--- config.mk ---
export PLATFORM = sky130hd
export DESIGN_NAME = xfer_seq
export DESIGN_NICKNAME = d
export VERILOG_FILES = /design/src/rtl/xfer_seq_pkg.sv /design/src/rtl/xfer_seq_count.sv /design/src/rtl/xfer_seq_gate.sv /design/src/rtl/xfer_seq_fsm.sv /design/src/rtl/xfer_seq.sv
export SDC_FILE = /design/constraint.sdc
export NUM_CORES = 1
export LEC_CHECK = 0
export ABC_AREA = 1
export BUFFER_PORTS_ARGS = -buffer_cell sky130_fd_sc_hd__buf_2
export CAP_MARGIN = 20
export CELL_PAD_IN_SITES_DETAIL_PLACEMENT = 2
export CELL_PAD_IN_SITES_GLOBAL_PLACEMENT = 2
export CORE_MARGIN = 2
export CORE_UTILIZATION = 25
export CTS_CLUSTER_DIAMETER = 150
export DETAILED_ROUTE_END_ITERATION = 10
export PLACE_DENSITY_LB_ADDON = 0.1
export SYNTH_ARGS = -nofsm -noshare
export SYNTH_HDL_FRONTEND = slang
export SYNTH_SLANG_ARGS = --single-unit
--- constraint.sdc ---
create_clock -name clk -period 1.8 [get_ports clk]
set_clock_uncertainty 0.2 [all_clocks]
set_input_delay 0.18 -clock clk [delete_from_list [all_inputs] [get_ports clk]]
set_output_delay 0.18 -clock clk [all_outputs]
set_load 0.05 [all_outputs]
--- src/rtl/xfer_seq_pkg.sv ---
package xfer_seq_pkg;
    typedef enum logic [1:0] {
        ST_IDLE = 2'd0,
        ST_RUN  = 2'd1,
        ST_DONE = 2'd2
    } seq_state_t;
endpackage

--- src/rtl/xfer_seq_count.sv ---
// Transaction counter: byte-lane loads while idle, decrement per transaction.
module xfer_seq_count #(
    parameter int CNT_BYTES = 4
) (
    input  logic                         clk,
    input  logic                         rst_n,
    input  logic                         wr_en,
    input  logic [$clog2(CNT_BYTES)-1:0] wr_sel,
    input  logic [7:0]                   wr_data,
    input  logic                         load_ok,
    input  logic                         dec,
    output logic [CNT_BYTES*8-1:0]       cnt,
    output logic                         cnt_zero,
    output logic                         cnt_one
);
    localparam int CNT_W = CNT_BYTES * 8;
    localparam int SEL_W = $clog2(CNT_BYTES);

    logic [CNT_W-1:0] cnt_less;

    always_comb begin
        cnt_less = cnt - CNT_W'(1);
        cnt_zero = (cnt == '0);
        cnt_one  = (cnt == CNT_W'(1));
    end

    for (genvar g = 0; g < CNT_BYTES; g++) begin : g_lane
        logic lane_wr;
        always_comb lane_wr = wr_en && load_ok && (wr_sel == SEL_W'(g));

        always_ff @(posedge clk or negedge rst_n) begin
            if (!rst_n) begin
                cnt[g*8 +: 8] <= 8'h00;
            end else if (dec) begin
                cnt[g*8 +: 8] <= cnt_less[g*8 +: 8];
            end else if (lane_wr) begin
                cnt[g*8 +: 8] <= wr_data;
            end
        end
    end
endmodule

--- src/rtl/xfer_seq_gate.sv ---
// Transfer gate: decides whether a transaction fires this cycle.
module xfer_seq_gate #(
    parameter int RDY_N          = 2,
    parameter int DATA_W         = 8,
    parameter bit STROBE_ACT_LOW = 1'b0
) (
    input  logic                     running,
    input  logic                     src_empty,
    input  logic                     snk_full,
    input  logic [RDY_N-1:0]         rdy_in,
    input  logic [$clog2(RDY_N)-1:0] rdy_sel,
    input  logic [DATA_W-1:0]        src_data,
    output logic                     fire,
    output logic [DATA_W-1:0]        snk_data,
    output logic                     strobe
);
    logic rdy_pick;

    always_comb begin
        rdy_pick = rdy_in[rdy_sel];
        fire     = running && !src_empty && !snk_full && rdy_pick;
        snk_data = src_data;
        strobe   = fire ^ STROBE_ACT_LOW;
    end
endmodule

--- src/rtl/xfer_seq_fsm.sv ---
// Run control: IDLE -> RUN -> DONE, restartable from IDLE or DONE.
module xfer_seq_fsm
    import xfer_seq_pkg::*;
(
    input  logic clk,
    input  logic rst_n,
    input  logic start,
    input  logic fire,
    input  logic cnt_zero,
    input  logic cnt_one,
    output logic running,
    output logic finished
);
    seq_state_t state_q, state_d;

    always_ff @(posedge clk or negedge rst_n) begin
        if (!rst_n) begin
            state_q <= ST_IDLE;
        end else begin
            state_q <= state_d;
        end
    end

    always_comb begin
        state_d = state_q;
        unique case (state_q)
            ST_IDLE, ST_DONE: begin
                if (start) begin
                    state_d = cnt_zero ? ST_DONE : ST_RUN;
                end
            end
            ST_RUN: begin
                if (fire && cnt_one) begin
                    state_d = ST_DONE;
                end
            end
            default: state_d = ST_IDLE;
        endcase
    end

    always_comb begin
        running  = 1'b0;
        finished = 1'b0;
        unique case (state_q)
            ST_IDLE: ;
            ST_RUN:  running  = 1'b1;
            ST_DONE: finished = 1'b1;
            default: ;
        endcase
    end
endmodule

--- src/rtl/xfer_seq.sv ---
module xfer_seq #(
    parameter int CNT_BYTES      = 4,
    parameter int DATA_W         = 8,
    parameter int RDY_N          = 2,
    parameter bit STROBE_ACT_LOW = 1'b0
) (
    input  logic                         clk,
    input  logic                         rst_n,
    input  logic                         cnt_wr_en,
    input  logic [$clog2(CNT_BYTES)-1:0] cnt_wr_sel,
    input  logic [7:0]                   cnt_wr_data,
    input  logic                         start,
    input  logic [$clog2(RDY_N)-1:0]     rdy_sel,
    input  logic [RDY_N-1:0]             rdy_in,
    input  logic                         src_empty,
    input  logic [DATA_W-1:0]            src_data,
    output logic                         src_rd,
    input  logic                         snk_full,
    output logic                         snk_wr,
    output logic [DATA_W-1:0]            snk_data,
    output logic [CNT_BYTES*8-1:0]       count,
    output logic                         busy,
    output logic                         done,
    output logic                         ctl_strobe
);
    logic running;
    logic finished;
    logic fire;
    logic cnt_zero;
    logic cnt_one;

    xfer_seq_gate #(
        .RDY_N          (RDY_N),
        .DATA_W         (DATA_W),
        .STROBE_ACT_LOW (STROBE_ACT_LOW)
    ) u_gate (
        .running   (running),
        .src_empty (src_empty),
        .snk_full  (snk_full),
        .rdy_in    (rdy_in),
        .rdy_sel   (rdy_sel),
        .src_data  (src_data),
        .fire      (fire),
        .snk_data  (snk_data),
        .strobe    (ctl_strobe)
    );

    xfer_seq_count #(
        .CNT_BYTES (CNT_BYTES)
    ) u_count (
        .clk      (clk),
        .rst_n    (rst_n),
        .wr_en    (cnt_wr_en),
        .wr_sel   (cnt_wr_sel),
        .wr_data  (cnt_wr_data),
        .load_ok  (!running),
        .dec      (fire),
        .cnt      (count),
        .cnt_zero (cnt_zero),
        .cnt_one  (cnt_one)
    );

    xfer_seq_fsm u_fsm (
        .clk      (clk),
        .rst_n    (rst_n),
        .start    (start),
        .fire     (fire),
        .cnt_zero (cnt_zero),
        .cnt_one  (cnt_one),
        .running  (running),
        .finished (finished)
    );

    always_comb begin
        src_rd = fire;
        snk_wr = fire;
        busy   = running;
        done   = finished;
    end
endmodule

# == Word level (Yosys, flattened, before mapping) ==
# Index checks and enable logic that the tools add are counted.
# totals
register_bits,34
latchBits,0
ram_bits,0
mem_bits_ro,0
inputBits,27
wordCells,52
mem_count,0
# op_classes
addsub,1
multipliers,0
n_div,0
n_lt_le_gt_ge,1
eq_ne,8
shifts,0
n_mux,16
bitwise,0
reduce_logical,21
# ops
op,count
8-bit two-way mux,8
32-bit by 1-bit equality test with 1-bit output (second input constant),1
32-bit logical NOT,1
32-bit by 1-bit subtractor with 32-bit output (second input constant),1
1-bit logical AND,9
2-bit nonzero test,4
2-bit equality test (second input constant),3
2-bit two-way mux,3
2-bit by 1-bit equality test with 1-bit output (second input constant),2
2-bit logical NOT,2
1-bit two-way mux,4
2-bit case mux with 2 select lines,1
1-bit logical NOT,3
1-bit by 2-bit < comparator with 1-bit output (second input constant),1
2-bit by 1-bit != test with 1-bit output (second input constant),1
2-bit != test (second input constant),1
2-bit AND reduction,1
2-bit OR reduction,1

# == Logic depth before layout (Yosys ltp) ==
# depth
word_depth,8
mapped_depth,11
ltp_nobuf,10

# == Hierarchy ==
# From an unflattened synthesis, not the netlist that was laid out.
# hier_totals
cells_unflattened,429
area_unflattened_um2,2770.2
# by_module_without_submodules
mod,instances,cells_each,area_per_inst_um2,seq_area_each_um2
xfer_seq_count,1,391,2538.7,800.8
xfer_seq_fsm,1,17,111.4,50.0
xfer_seq_gate,1,19,108.9,0.0
xfer_seq,1,2,11.3,0.0

# == Least setup slack after synthesis ==
# OpenSTA, ideal clock, no wires.
# synth_timing
path_kind,reg2reg
startpoint,register u_count.cnt[0]
endpoint,register u_count.cnt[16]
arrival_time_ps,1697
required_time_ps,1466
slack_ps,-230
path_stages_with_launch,10
path_buffers,0
cell_sequence,dfrtp_1 inv_1 ha_1 nand2_1 nor2_2 nand2_1 inv_1 nor2_1 o21ai_0 o211ai_1
# synth_via
elab_chain_len,2
# synth_lines
element,line_no,source
"start, declared",xfer_seq_count.sv:12,"output logic [CNT_BYTES*8-1:0] cnt,"
"start signal, assigned by index",xfer_seq_count.sv:35,cnt[g*8 +: 8] <= cnt_less[g*8 +: 8];
"start signal, assigned by index",xfer_seq_count.sv:37,cnt[g*8 +: 8] <= wr_data;
32-bit by 1-bit subtractor with 32-bit output,xfer_seq_count.sv:22,cnt_less = cnt - CNT_W'(1);
8-bit two-way mux,xfer_seq_count.sv:34,end else if (dec) begin
# Every way passes these cells.
# A chain may end at the register's enable or synchronous reset.

# == Worst setup path in the final report ==
# layout_timing
startpoint,register u_fsm.state_q[1]
endpoint,output snk_wr
# layout_via
elab_chain_len,5
# layout_lines
element,line_no,source
"start, declared",xfer_seq_fsm.sv:14,"seq_state_t state_q, state_d;"
"start signal, assigned",xfer_seq_fsm.sv:20,state_q <= state_d;
2-bit by 1-bit equality test with 1-bit output,xfer_seq_fsm.sv:44,unique case (state_q)
1-bit two-way mux,xfer_seq_fsm.sv:44,
1-bit logical AND (3 in a row),xfer_seq_gate.sv:21,fire = running && !src_empty && !snk_full && rdy_pick;
"end, declared",xfer_seq.sv:19,"output logic snk_wr,"
# Every way passes these cells.

==> impl_metrics.json <==
{
  "status": "finished with violations",
  "failed_checks": "negative setup slack",
  "synth_nets": 436,
  "cp_data_arrival_time_ps": 1530,
  "path_class": "reg -> out",
  "fin_util_pct": 44.0,
  "post-route-period-util_pct": 106,
  "rows": 37,
  "dr.pass1.iters": 4,
  "tightest_slew_ps": 519,
  "core-area_sq_um": 10300,
  "htree_num_levels": 2,
  "r2r_cells": 11,
  "clk_pin_slew_ps": 90,
  "dp_hpwl_mm": 9.40,
  "io-pin-count": 72,
  "start_kind": "flip-flop",
  "wirelength_mm": 14.7,
  "grt_pass1_wl_mm": 19.3,
  "cap_violations": 0,
  "syn_avg_cell_area_sq_um": 6.51,
  "numPortBuffers": 55,
  "finalPower_mw": 8.27,
  "cp_max_fo": 5,
  "drtIter0Drc": 116,
  "cpPeakStageDelay_ps": 400,
  "min-delay-start": "cnt_wr_data[7]",
  "r2r-start": "u_fsm.state_q[1]",
  "maxSlewViolCount": 0,
  "rsz0062_at_grt": "true",
  "antenna_found_initial": 0,
  "syn_to_final_growth_pct": 71.2,
  "critical-path-top-delay-family": "buffers and inverters",
  "period_minus_slack_ps": 1910,
  "die_h_um": 107,
  "num_antenna_cells": 0,
  "cts_tree": "done",
  "track_usage_pct": 22.2,
  "slew_headroom_pct": 65.4,
  "setup_viol": 25,
  "syn_inst": 406,
  "final_area_sq_um": 4520,
  "grt_max_degree": 35,
  "yosysUniqueCellTypes": 31,
  "path_cells": "buf_6, nor2_4, nand2_2, nor2_4, buf_6, buf_12, buf_12",
  "ff2ff_setup_slack_ps": -100,
  "hold_path_class": "in -> reg",
  "ctsLongestPathBuffers": 2,
  "cts.sinks": 34,
  "min_to": "u_count.cnt[7]",
  "vias_per_cell": 4.94,
  "gr-total-overflow": 0,
  "pre_cts_ws_ps": -196,
  "wl_per_cell_um": 21.2,
  "cp.depth": 7,
  "end_kind": "output pin",
  "antenna_left": 0,
  "gp_congestion": 0.797,
  "die_x_um": 107,
  "hold_viol": 0,
  "peakVddDrop_v": 0.000668,
  "synth_area_sq_um": 2640,
  "pwr_density_cell_nw_per_um2": 1830,
  "slowest_stage": "dfrtp_1",
  "dieArea_sq_um": 11400,
  "start_util_pct": 25.7,
  "ys_ff_latch": 34,
  "hold_depth": 3,
  "final_cell_mix": "nand2_1, buf_4, buf_2",
  "placed_area_sq_um": 3450,
  "cp_num_buf_inv": 4,
  "yosysSeqAreaShare_pct": 32.2,
  "synth_edf_count": 0,
  "clock.fmax_mhz": 523,
  "drive_above_1_share_pct": 52.5,
  "worstSkewPairLatency_ps": 300,
  "power.leakage_nw": 2.06,
  "grt_pass1_vias": 3532,
  "synthArstFlopShare_pct": 100,
  "root_buffer": "clkbuf_8",
  "final_common_cell": "nand2_1",
  "final_nets": 585,
  "yosys_warnings": 0,
  "synthFlopType": "dfrtp_1",
  "numCtsBuffers": 5,
  "timing.rr.end": "u_count.cnt[10]",
  "cp.required_ps": 1420,
  "finalWorstSetupSlack_ps": -114,
  "fin_setup_tns_ps": -1330,
  "num_vias": 3421,
  "post-route-drc-count": 0
}
tightest hold or removal path, cell delays in order:
cell,delay [ps]
buf_2,140
nand2_8,100
o211ai_1,100
flip-flops by register name (all words and copies together) (netlist names):
signal	flops
u_count.cnt	32
u_fsm.state_q	2
area by class of cell:
type | instances | area (sq um)
fill | 1202 | 5750
multi-input combinational | 313 | 1950
timing repair buffer | 157 | 1260
tap | 136 | 170
sequential | 34 | 871
clock buffer | 7 | 86.3
inverter | 44 | 186
clock inverter | 1 | 5.00
per-layer routing:
metal / share of wire, % / global-route usage [%] / up-vias
met5: 0 / 0 / -
met4: 1.6 / 4.17 / 0
met3: 3.2 / 2.74 / 20
met2: 52 / 38.4 / 80
met1: 43 / 29.9 / 1727
li1: - / - / 1594
cell families (layout without fill, tap and decap cells):
family / after synthesis / in the layout / share of synthesized area [%]
AOI/OAI and AO/OA: 63 / 63 / 14.6
buffers and inverters: 59 / 209 / 11.4
DFF: 34 / 34 / 32.2
adders and majority gates: 3 / 3 / 1.42
and+or+nand+nor: 242 / 242 / 38.7
xor gates and xnor gates: 5 / 5 / 1.66
synth_stat cells, types with 5 or more instances:
cell	instances	area (sq um)
nand2_2	6	37.5
o21ai_0	18	90.1
o21bai_1	5	37.5
o211ai_1	11	82.6
o21ai_1	5	25.0
buf_4	11	82.6
inv_1	40	150
a21oi_1	15	75.1
nand2_1	108	405
nand3_1	26	130
dfrtp_1	34	851
nor2_1	89	334
power breakdown:
part           switching [mW]  leakage, nW  internal, mW
logic                    3.75         1.63          2.10
registers               0.597        0.387          1.17
clock network           0.348       0.0482         0.310
how the worst max path moves through the flow:
stage / start / end / slack (ps)
CTS: u_fsm.state_q[1] / ctl_strobe / -120
finish: u_fsm.state_q[1] / snk_wr / -110
detailed placement: u_count.cnt[12] / u_count.cnt[16] / -200
global route: u_fsm.state_q[1] / u_count.cnt[3] / -200
global placement: u_count.cnt[4] / u_count.cnt[18] / -170
floorplan: u_fsm.state_q[0] / snk_wr / -30
through the flow:
step,hold slack [ps],cells
6_report,71.4,692
5_1_grt,70.7,692
4_1_cts,56.6,660
3_5_place_dp,78.5,643
3_3_place_gp,76.2,643
2_1_floorplan,-316,406
what timing repair did:
action	CTS	global route
endpoints found under the hold margin	35	0
gates resized for setup	66	115
endpoints found under the setup margin	36	36
setup buffers	7	31
hold buffers	2	0
cloned	0	3
pin swaps	3	26
Note: power is estimated with default switching activity, not from simulation.
